<file path="src/rtl/pd_seq_pkg.sv">
package pd_seq_pkg;
  typedef enum logic [2:0] {
    MD_RST    = 3'd0,
    MD_SIG    = 3'd1,
    MD_CLS    = 3'd2,
    MD_MARK   = 3'd3,
    MD_INRUSH = 3'd4,
    MD_ON     = 3'd5
  } pd_mode_e;

  typedef enum logic [2:0] {
    RG_RST = 3'd0,
    RG_LOW = 3'd1,
    RG_CLS = 3'd2,
    RG_GAP = 3'd3,
    RG_PWR = 3'd4
  } pd_region_e;

  typedef enum logic [1:0] {
    PT_NONE = 2'd0,
    PT_T1   = 2'd1,
    PT_T2   = 2'd2,
    PT_EXT  = 2'd3
  } pse_type_e;
endpackage

</file>
<file path="src/rtl/pd_region_dec.sv">
module pd_region_dec
  import pd_seq_pkg::*;
#(
  parameter int VW        = 8,
  parameter int RST_TH    = 10,
  parameter int CLS_ENTER = 50,
  parameter int CLS_EXIT  = 46,
  parameter int CLS_TOP   = 84,
  parameter int ON_STD    = 148,
  parameter int OFF_STD   = 120,
  parameter int ON_LV     = 116,
  parameter int OFF_LV    = 86
) (
  input  logic [VW-1:0] code_i,
  input  logic          low_volt_i,
  input  logic          in_cls_i,
  input  logic          powered_i,
  output pd_region_e    region_o
);
  localparam logic [VW-1:0] RstC  = VW'(RST_TH);
  localparam logic [VW-1:0] EnC   = VW'(CLS_ENTER);
  localparam logic [VW-1:0] ExC   = VW'(CLS_EXIT);
  localparam logic [VW-1:0] TopC  = VW'(CLS_TOP);
  localparam logic [VW-1:0] OnSC  = VW'(ON_STD);
  localparam logic [VW-1:0] OffSC = VW'(OFF_STD);
  localparam logic [VW-1:0] OnLC  = VW'(ON_LV);
  localparam logic [VW-1:0] OffLC = VW'(OFF_LV);

  logic [VW-1:0] on_th, off_th, cls_lo;

  always_comb begin
    on_th  = low_volt_i ? OnLC : OnSC;
    off_th = low_volt_i ? OffLC : OffSC;
    // hysteresis: staying in classification needs less than entering it
    cls_lo = in_cls_i ? ExC : EnC;
    if (code_i < RstC)                      region_o = RG_RST;
    else if (powered_i && code_i >= off_th) region_o = RG_PWR;
    else if (code_i < cls_lo)               region_o = RG_LOW;
    else if (code_i <= TopC)                region_o = RG_CLS;
    else if (code_i > on_th)                region_o = RG_PWR;
    else                                    region_o = RG_GAP;
  end
endmodule

</file>
<file path="src/rtl/pd_debounce.sv">
module pd_debounce
  import pd_seq_pkg::*;
#(
  parameter int DEB_LEN = 4
) (
  input  logic       clk_i,
  input  logic       rst_ni,
  input  pd_region_e raw_i,
  output pd_region_e stable_o
);
  localparam int CW = $clog2(DEB_LEN + 1);

  pd_region_e    stable_q, cand_q;
  logic [CW-1:0] cnt_q, cnt_nxt;

  always_comb cnt_nxt = (raw_i == cand_q) ? cnt_q + 1'b1 : CW'(1);

  always_ff @(posedge clk_i or negedge rst_ni) begin
    if (!rst_ni) begin
      stable_q <= RG_RST;
      cand_q   <= RG_RST;
      cnt_q    <= '0;
    end else if (raw_i == stable_q) begin
      cand_q <= raw_i;
      cnt_q  <= '0;
    end else begin
      cand_q <= raw_i;
      if (cnt_nxt >= CW'(DEB_LEN)) begin
        stable_q <= raw_i;
        cnt_q    <= '0;
      end else begin
        cnt_q <= cnt_nxt;
      end
    end
  end

  assign stable_o = stable_q;
endmodule

</file>
<file path="src/rtl/pd_mode_fsm.sv">
module pd_mode_fsm
  import pd_seq_pkg::*;
(
  input  logic       clk_i,
  input  logic       rst_ni,
  input  pd_region_e region_i,
  input  logic       gate_enh_i,
  input  logic       ext_id_i,
  input  logic       hold_i,
  output pd_mode_e   mode_o,
  output pse_type_e  type_o
);
  pd_mode_e  mode_q, mode_d;
  pse_type_e type_q, type_d;
  logic [1:0] ev_q, ev_d;

  always_comb begin
    mode_d = mode_q;
    type_d = type_q;
    ev_d   = ev_q;
    if (hold_i || region_i == RG_RST) begin
      mode_d = MD_RST;
      type_d = PT_NONE;
      ev_d   = '0;
    end else begin
      unique case (mode_q)
        MD_RST, MD_SIG, MD_MARK: begin
          if (region_i == RG_LOW && mode_q != MD_MARK) mode_d = MD_SIG;
          else if (region_i == RG_CLS) begin
            mode_d = MD_CLS;
            ev_d   = (ev_q == 2'd2) ? 2'd2 : ev_q + 2'd1;
          end else if (region_i == RG_PWR) begin
            mode_d = MD_INRUSH;
            type_d = (ev_q >= 2'd2) ? PT_T2 : PT_T1;
          end
        end
        MD_CLS: begin
          if (region_i == RG_LOW) mode_d = MD_MARK;
          else if (region_i == RG_PWR) begin
            mode_d = MD_INRUSH;
            type_d = (ev_q >= 2'd2) ? PT_T2 : PT_T1;
          end
        end
        MD_INRUSH, MD_ON: begin
          if (region_i != RG_PWR) begin
            // port lost: restart the sequence from signature
            mode_d = MD_SIG;
            type_d = PT_NONE;
            ev_d   = '0;
          end else if (mode_q == MD_INRUSH) begin
            if (gate_enh_i) mode_d = MD_ON;
          end else if (ext_id_i) begin
            type_d = PT_EXT;
          end
        end
        default: mode_d = MD_RST;
      endcase
    end
  end

  always_ff @(posedge clk_i or negedge rst_ni) begin
    if (!rst_ni) begin
      mode_q <= MD_RST;
      type_q <= PT_NONE;
      ev_q   <= '0;
    end else begin
      mode_q <= mode_d;
      type_q <= type_d;
      ev_q   <= ev_d;
    end
  end

  assign mode_o = mode_q;
  assign type_o = type_q;
endmodule

</file>
<file path="src/rtl/pd_ind_gen.sv">
module pd_ind_gen #(
  parameter int HALF_CYC = 74405
) (
  input  logic clk_i,
  input  logic rst_ni,
  input  logic en_i,
  output logic line_o
);
  localparam int CW = (HALF_CYC > 2) ? $clog2(HALF_CYC) : 1;
  localparam logic [CW-1:0] Last = CW'(HALF_CYC - 1);

  logic [CW-1:0] cnt_q;
  logic          ph_q;

  // idle keeps the divider cleared so each enable starts with a low half
  always_ff @(posedge clk_i or negedge rst_ni) begin
    if (!rst_ni) begin
      cnt_q <= '0;
      ph_q  <= 1'b0;
    end else if (!en_i) begin
      cnt_q <= '0;
      ph_q  <= 1'b0;
    end else if (cnt_q == Last) begin
      cnt_q <= '0;
      ph_q  <= ~ph_q;
    end else begin
      cnt_q <= cnt_q + 1'b1;
    end
  end

  assign line_o = ph_q;
endmodule

</file>
<file path="src/rtl/pd_mode_seq.sv">
module pd_mode_seq
  import pd_seq_pkg::*;
#(
  parameter int VW           = 8,
  parameter int DEB_LEN      = 4,
  parameter int IND_HALF_CYC = 74405,
  parameter int RST_TH       = 10,
  parameter int CLS_ENTER    = 50,
  parameter int CLS_EXIT     = 46,
  parameter int CLS_TOP      = 84,
  parameter int ON_STD       = 148,
  parameter int OFF_STD      = 120,
  parameter int ON_LV        = 116,
  parameter int OFF_LV       = 86
) (
  input  logic          clk_i,
  input  logic          rst_ni,
  input  logic [VW-1:0] vport_code_i,
  input  logic          low_volt_i,
  input  logic          gate_enh_i,
  input  logic          ext_id_i,
  input  logic          ext_fitted_i,
  input  logic          aux_i,
  input  logic          otemp_i,
  output logic          sig_load_o,
  output logic          cls_load_o,
  output logic          mark_load_o,
  output logic          gate_on_o,
  output logic          pgood_o,
  output logic          type_o,
  output logic [2:0]    mode_o
);
  pd_mode_e   mode;
  pse_type_e  ptype;
  pd_region_e reg_raw, reg_stable;
  logic       ind_en, sq_line;

  pd_region_dec #(
    .VW(VW), .RST_TH(RST_TH), .CLS_ENTER(CLS_ENTER), .CLS_EXIT(CLS_EXIT),
    .CLS_TOP(CLS_TOP), .ON_STD(ON_STD), .OFF_STD(OFF_STD),
    .ON_LV(ON_LV), .OFF_LV(OFF_LV)
  ) u_dec (
    .code_i     (vport_code_i),
    .low_volt_i (low_volt_i),
    .in_cls_i   (mode == MD_CLS),
    .powered_i  (mode == MD_INRUSH || mode == MD_ON),
    .region_o   (reg_raw)
  );

  pd_debounce #(.DEB_LEN(DEB_LEN)) u_deb (
    .clk_i    (clk_i),
    .rst_ni   (rst_ni),
    .raw_i    (reg_raw),
    .stable_o (reg_stable)
  );

  pd_mode_fsm u_fsm (
    .clk_i      (clk_i),
    .rst_ni     (rst_ni),
    .region_i   (reg_stable),
    .gate_enh_i (gate_enh_i),
    .ext_id_i   (ext_id_i),
    .hold_i     (aux_i | otemp_i),
    .mode_o     (mode),
    .type_o     (ptype)
  );

  pd_ind_gen #(.HALF_CYC(IND_HALF_CYC)) u_ind (
    .clk_i  (clk_i),
    .rst_ni (rst_ni),
    .en_i   (ind_en),
    .line_o (sq_line)
  );

  // precedence: over-temperature, auxiliary, then the mode sequence
  always_comb begin
    sig_load_o  = 1'b0;
    cls_load_o  = 1'b0;
    mark_load_o = 1'b0;
    gate_on_o   = 1'b0;
    pgood_o     = 1'b0;
    type_o      = 1'b1;
    ind_en      = 1'b0;
    if (otemp_i) begin
      pgood_o = 1'b0;
    end else if (aux_i) begin
      pgood_o = 1'b1;
      ind_en  = ext_fitted_i;
      type_o  = ext_fitted_i ? sq_line : 1'b0;
    end else begin
      sig_load_o  = (mode == MD_SIG);
      cls_load_o  = (mode == MD_CLS);
      mark_load_o = (mode == MD_MARK);
      gate_on_o   = (mode == MD_INRUSH) || (mode == MD_ON);
      pgood_o     = (mode == MD_ON);
      if (mode == MD_ON) begin
        ind_en = (ptype == PT_EXT);
        unique case (ptype)
          PT_T2:   type_o = 1'b0;
          PT_EXT:  type_o = sq_line;
          default: type_o = 1'b1;
        endcase
      end
    end
  end

  assign mode_o = mode;
endmodule

</file>
<file path="config.mk">
export PLATFORM = sky130hd
export DESIGN_NAME = pd_mode_seq
export DESIGN_NICKNAME = d
export VERILOG_FILES = /design/src/rtl/pd_seq_pkg.sv /design/src/rtl/pd_region_dec.sv /design/src/rtl/pd_debounce.sv /design/src/rtl/pd_mode_fsm.sv /design/src/rtl/pd_ind_gen.sv /design/src/rtl/pd_mode_seq.sv
export SDC_FILE = /design/constraint.sdc
export NUM_CORES = 1
export LEC_CHECK = 0
export ABC_AREA = 1
export CELL_PAD_IN_SITES_DETAIL_PLACEMENT = 0
export CELL_PAD_IN_SITES_GLOBAL_PLACEMENT = 1
export CORE_ASPECT_RATIO = 1.5
export CORE_MARGIN = 1
export CORE_UTILIZATION = 35
export DETAILED_ROUTE_END_ITERATION = 12
export DONT_BUFFER_PORTS = 1
export GPL_ROUTABILITY_DRIVEN = 0
export GPL_TIMING_DRIVEN = 0
export PLACE_DENSITY = 0.65
export REMOVE_ABC_BUFFERS = 1
export SYNTH_ARGS = -nofsm -noshare
export SYNTH_HDL_FRONTEND = slang
export SYNTH_SLANG_ARGS = --single-unit
</file>
<file path="constraint.sdc">
create_clock -name clk_i -period 4.05 [get_ports clk_i]
set_clock_uncertainty 0.1 [all_clocks]
set_input_delay 0 -clock clk_i [delete_from_list [all_inputs] [get_ports clk_i]]
set_output_delay 0 -clock clk_i [all_outputs]
set_load 0.05 [all_outputs]
</file>
==> results.json, run 1 <==
{
  "setup-violations-final": 0,
  "critical_path.top_delay_family": "compound AO/OA/AOI/OAI gates",
  "grt_overflow": 0,
  "finish.utilization": 0.4138,
  "powerDensity_nw_per_um2": 412.1,
  "instances_no_fill": 418,
  "fp.dieH_um": 103.3,
  "die_area_sq_um": 7177,
  "numCtsBuffers": 5,
  "layout-drive-gt1-share": 0.08187,
  "layout_min_cycle_time_ns": 3.446,
  "route.detailed.drc": 0,
  "cpPeakStageDelay_ns": 0.86,
  "yosysSeqAreaShare": 0.3556,
  "tightest_slew_ns": 1.114,
  "insertion_delay_ns": 0.28,
  "cap_violations": 0,
  "crit_top_cell": "inv_2",
  "cp.required_ns": 3.95,
  "crit_path_top_delay_cell": "a21oi_1",
  "synthesis.area_sq_um": 2392,
  "synth_ff_type": "dfrtp_1",
  "crit_end": "type_o",
  "min_period_over_period": 0.8509,
  "syn_area_per_cell_sq_um": 7.271,
  "design_area_sq_um": 2703,
  "rsz0062_at_grt": "false",
  "synth.distinct_cells": 41,
  "hold_viol_final": 0,
  "firstDrtPassIters": 4,
  "cts_tree": "built",
  "synthArstFlopShare": 1.000,
  "fmax_mhz": 290.2,
  "row_count": 36,
  "drt-total-wl_um": 5360,
  "wl_per_cell_um": 12.82,
  "synth_enable_flop_cells": 0,
  "netlist_instances": 329,
  "ioPinCount": 25,
  "final_antenna_net_count": 0,
  "final_max_slew_viol_count": 0,
  "vias": 2087,
  "path_buf_inv": 3,
  "worstPathMaxFanout": 6,
  "placed_area_sq_um": 2490,
  "yosys_warnings": 0,
  "cts_root_buffer": "clkbuf_8",
  "viasPerCell": 4.993,
  "timing.final.ws_setup_ns": 0.6039,
  "fillers": 698,
  "critPathLaunchType": "register",
  "cp_num_cells": 7,
  "maxSlewHeadroom": 0.2576,
  "grt_pass1_wl_um": 9404,
  "path_class": "register to output pin",
  "antenna_found_initial": 0,
  "core_area_sq_um": 6531,
  "cts_sinks": 34,
  "crit_arrival_ns": 3.35,
  "portBuffers": 0,
  "grt_util_all_layers": 0.1637,
  "grt_pass1_vias": 2118,
  "endpoint_kind": "output pin",
  "die_x_um": 69.51,
  "drt_iter0_drc": 120,
  "dp.cells": 404,
  "cts-htree-levels": 2,
  "clk_pin_slew_ns": 0.07,
  "peakVddDrop_mv": 0.2038,
  "area_delta_synth_final_pct": 12.97,
  "synth-seq-cells": 34,
  "ff2ff_setup_slack_ns": 1.12,
  "cp_cell_sequence": "inv_2 > nor2_8 > inv_2 > nor2_1 > inv_1 > a21oi_1 > o221ai_1",
  "grt_max_degree": 35,
  "r2r_start": "u_fsm.mode_o[2]$_DFFE_PN0P_",
  "place_ws_ns": 0.9086,
  "outcome": "complete, no violations",
  "power_leakage_nw": 1.226,
  "hold_path.class": "input pin to register",
  "reg2reg_to": "u_fsm.type_o[0]$_DFFE_PN0P_",
  "setup-tns-final_ns": 0,
  "cts-resized-gates": 0,
  "start_util": 0.3663,
  "nets": 370,
  "reg2reg_depth": 9,
  "crit_start": "u_fsm.mode_o[2]$_DFFE_PN0P_",
  "dp_hpwl_um": 4155,
  "n_antenna_cell": 0,
  "cts_buffer_depth": 2
}
kinds of logic after synthesis:
logic type	Yosys count	synth area share
other	1	0.001568
adders and majority gates	13	0.06799
AOI/OAI and AO/OA	45	0.1234
and+or+nand+nor	173	0.3426
DFF	34	0.3557
xor gates and xnor gates	4	0.01465
buffers and inverters	59	0.09414
layer usage:
metal | up-vias | part of all wire | track usage
met3 | 6 | 0.035 | 0.02907
li1 | 1094 | - | -
met5 | - | 0 | 0
met4 | 0 | 0.014 | 0.05181
met2 | 34 | 0.54 | 0.3308
met1 | 953 | 0.41 | 0.1698
Yosys cell counts, types with 2 or more instances:
| cell type | count | area share |
|---|---|---|
| nand2_1 | 78 | 0.12 |
| ha_1 | 13 | 0.068 |
| inv_2 | 3 | 0.0047 |
| dfrtp_1 | 34 | 0.36 |
| xor2_1 | 3 | 0.011 |
| a21boi_0 | 2 | 0.0063 |
| a21oi_1 | 16 | 0.033 |
| a31oi_1 | 3 | 0.0078 |
| nor3_1 | 6 | 0.013 |
| nor2_1 | 43 | 0.067 |
| o21ai_0 | 12 | 0.025 |
| nor4_1 | 2 | 0.0052 |
| or2_1 | 2 | 0.0052 |
| nand3_1 | 21 | 0.044 |
| o2111ai_1 | 2 | 0.0073 |
| nand4_1 | 8 | 0.021 |
| o221ai_1 | 2 | 0.0073 |
| inv_1 | 55 | 0.086 |
| nor2_4 | 2 | 0.0094 |
worst min-delay path by stage:
stage / slack (ns) / endpoint / start / depth (start not counted)
global route: 0.04 / u_ind.cnt_q[3]$_DFF_PN0_ / ext_fitted_i / 4
floorplan: -0.40 / u_deb.cand_q[0]$_DFF_PN0_ / rst_ni / 0
detailed placement: -0.39 / u_fsm.ev_q[1]$_DFFE_PN0P_ / rst_ni / 0
global placement: -0.39 / u_fsm.ev_q[0]$_DFFE_PN0P_ / rst_ni / 0
finish: 0.02 / u_ind.cnt_q[3]$_DFF_PN0_ / ext_fitted_i / 4
CTS: 0.01 / u_ind.cnt_q[3]$_DFF_PN0_ / ext_fitted_i / 4
area by class of cell:
type / instances / area [sq um] / area share
Clock buffer: 6 / 82.58 / 0.03056
Clock inverter: 2 / 60.06 / 0.02222
Inverter: 58 / 217.7 / 0.08056
Multi-Input combinational cell: 236 / 1326 / 0.4907
Sequential cell: 34 / 850.8 / 0.3148
Tap cell: 76 / 95.09 / 0.03519
Timing Repair Buffer: 6 / 70.07 / 0.02593
placed cells by master (no fill, tap or decap), types with 3 or more instances in the layout:
cell,netlist,routed
inv_1,55,55
a31oi_1,3,3
ha_1,13,13
nand3_1,21,21
a21oi_1,16,16
clkbuf_8,0,6
xor2_1,3,3
dfrtp_1,34,34
nor3_1,6,4
nor2_1,43,43
inv_2,3,3
o21ai_0,12,12
nand4_1,8,8
nand2_1,78,78
dlygate4sd3_1,0,5
power by group:
group	internal [W]	total, W	leakage, nW	switching, W
sequential	0.000378	0.000433	0.456	0.0000546
clock	0.000263	0.000391	0.0714	0.000129
combinational	0.000100	0.000290	0.699	0.000190
flip-flops by register name, indices dropped and copies added (netlist names):
signal	flops
u_ind.cnt_q	17
u_deb.stable_o	3
u_fsm.ev_q	2
u_deb.cnt_q	3
u_fsm.type_o	2
u_deb.cand_q	3
u_ind.line_o	1
u_fsm.mode_o	3
through the flow:
stage	total power, W	hold slack, ns
global placement	0.0007164	-0.3948
finish	0.001114	0.01605
floorplan	0.0006558	-0.3956
detailed placement	0.0007209	-0.3947
CTS	0.001133	0.01136
global route	0.001198	0.04103
what timing repair did:
action | CTS | global route
hold buffers | 6 | 0
endpoints found under the hold margin | 45 | 0
setup buffers | 0 | 0
worst min-delay path, delay by kind of cell:
kind / cells / cell delay, ns
simple gates: 3 / 0.25
compound gates: 1 / 0.11
(Power assumes the default switching activity.)
==> run 2, diff against run 1 <==
CORE_ASPECT_RATIO = 0.6   (was 1.5)
==> run 2 against run 1 <==
Register-to-register slack worse by 0.02 ns; cell count up 1.7%; combinational power hardly changed; worst setup slack got worse by 0.020 ns; die area about the same; via count down 5.0%; core utilization is 1.3 points higher; design area rose by 0.37%; maximum frequency is 0.59% lower; non-clock buffer count fell by 1.
==> results.json, run 2 (synthesis gave the netlist of run 1 again) <==
{
  "outcome": "complete, no violations",
  "cap_violations": 0,
  "ioPinCount": 25,
  "peakVddDrop_mv": 0.2325,
  "worstPathMaxFanout": 6,
  "final_cell_mix": "nand2_1 (78), inv_1 (55), nor2_1 (43)",
  "final_max_slew_viol_count": 0,
  "grt_pass1_wl_um": 8976,
  "setup-violations-final": 0,
  "crit_arrival_ns": 3.37,
  "grt_overflow": 0,
  "final_antenna_net_count": 0,
  "cts_tree": "built",
  "core_area_sq_um": 6359,
  "grt_pass1_vias": 1828,
  "postCtsSetupRepairBufs": 0,
  "cts_sinks": 34,
  "firstDrtPassIters": 4,
  "power_leakage_nw": 1.227,
  "hold_viol_final": 0,
  "placed_area_sq_um": 2490,
  "row_count": 22,
  "cp.required_ns": 3.95,
  "finish.utilization": 0.4266,
  "place_ws_ns": 0.8672,
  "dp_hpwl_um": 4086,
  "grt_max_degree": 35,
  "wl_per_cell_um": 11.98,
  "grt_util_all_layers": 0.1653,
  "start_util": 0.3762,
  "maxSlewHeadroom": 0.04878,
  "die_area_sq_um": 7181,
  "timing.final.ws_setup_ns": 0.5835,
  "path_class": "register to output pin",
  "dp.cells": 412,
  "setup-tns-final_ns": 0,
  "instances_no_fill": 425,
  "insertion_delay_ns": 0.27,
  "viasPerCell": 4.666,
  "nets": 369,
  "area_delta_synth_final_pct": 13.39,
  "final_common_cell": "nand2_1",
  "critPathLaunchType": "register",
  "n_antenna_cell": 0,
  "clk_pin_slew_ns": 0.05,
  "portBuffers": 0,
  "layout_min_cycle_time_ns": 3.466,
  "endpoint_kind": "output pin",
  "drt-total-wl_um": 5093,
  "cts-htree-levels": 2,
  "fp.dieH_um": 66.04,
  "tightest_slew_ns": 1.416,
  "min_period_over_period": 0.8559,
  "numCtsBuffers": 5,
  "regMostFlops": "u_ind.cnt_q",
  "vias": 1983,
  "powerDensity_nw_per_um2": 420.8,
  "route.detailed.drc": 0,
  "layout-drive-gt1-share": 0.07038,
  "die_x_um": 108.7,
  "cts_buffer_depth": 2,
  "design_area_sq_um": 2713,
  "antenna_found_initial": 0,
  "largest_register_ffs": 17,
  "hold_path.class": "input pin to register",
  "cts_root_buffer": "clkbuf_16",
  "drt_iter0_drc": 93,
  "rsz0062_at_grt": "false",
  "fmax_mhz": 288.5
}
==> run 2: cell count changes in the layout (fill, tap and decap cells not counted), sizes merged <==
cell,delta
dlygate4sd3,-1
bufinv,-1
clkbuf,+1
==> run 2: final timing paths <==
kind                                        startpoint                     endpoint  slack (ns)  cells after the start
min in group asynchronous                       rst_ni  u_fsm.mode_o[0]$_DFFE_PN0P_        0.07                      2
hold reg to reg              u_fsm.ev_q[0]$_DFFE_PN0P_    u_fsm.ev_q[0]$_DFFE_PN0P_        0.40                      2
setup / recovery           u_fsm.mode_o[2]$_DFFE_PN0P_                       type_o        0.58                      7
setup reg to reg           u_fsm.mode_o[2]$_DFFE_PN0P_  u_fsm.type_o[0]$_DFFE_PN0P_        1.10                      9
hold / removal                         vport_code_i[5]    u_deb.cand_q[2]$_DFF_PN0_       0.007                      4
max in group asynchronous                       rst_ni    u_deb.cand_q[0]$_DFF_PN0_        3.59                      2
==> run 2: repair_timing <==
item / CTS / global route
hold buffers: 5 / 0
resized for setup: 0 / 0
endpoints found under the hold margin: 45 / 0
==> run 2: worst max-delay path, cell delays in order (launching register included) <==
cell and delay, ns:
dfrtp_1 0.74, inv_2 0.21, nor2_8 0.16, inv_2 0.08
nor2_1 0.10, inv_1 0.10, a21oi_1 0.85, o221ai_1 0.84
==> run 2: routing by layer <==
metal | track usage | part of all wire
met5 | 0 | 0
met4 | 0.03547 | 0.0069
met3 | 0.04926 | 0.036
met2 | 0.2112 | 0.36
met1 | 0.2606 | 0.60
==> run 2: area by class of cell <==
class / instances / area (sq um)
fill: 648 / 3646
multi-input combinational: 236 / 1316
sequential: 34 / 850.8
inverter: 58 / 217.7
clock buffer: 7 / 132.6
tap: 84 / 105.1
timing repair buffer: 5 / 60.06
clock inverter: 1 / 30.03
==> run 2: metrics by stage <==
| step | hold slack, ns | power (W) |
|---|---|---|
| 2_1_floorplan | -0.3956 | 0.0006558 |
| 3_3_place_gp | -0.3949 | 0.0007148 |
| 3_5_place_dp | -0.3944 | 0.0007142 |
| 4_1_cts | 0.008263 | 0.001160 |
| 5_1_grt | 0.03718 | 0.001233 |
| 6_report | 0.006612 | 0.001142 |
==> run 2: power by group <==
group,total [W],internal [W],switching [W]
clock,0.000421,0.000290,0.000130
sequential,0.000434,0.000379,0.0000550
combinational,0.000287,0.0000988,0.000188
total,0.00114,0.000768,0.000373
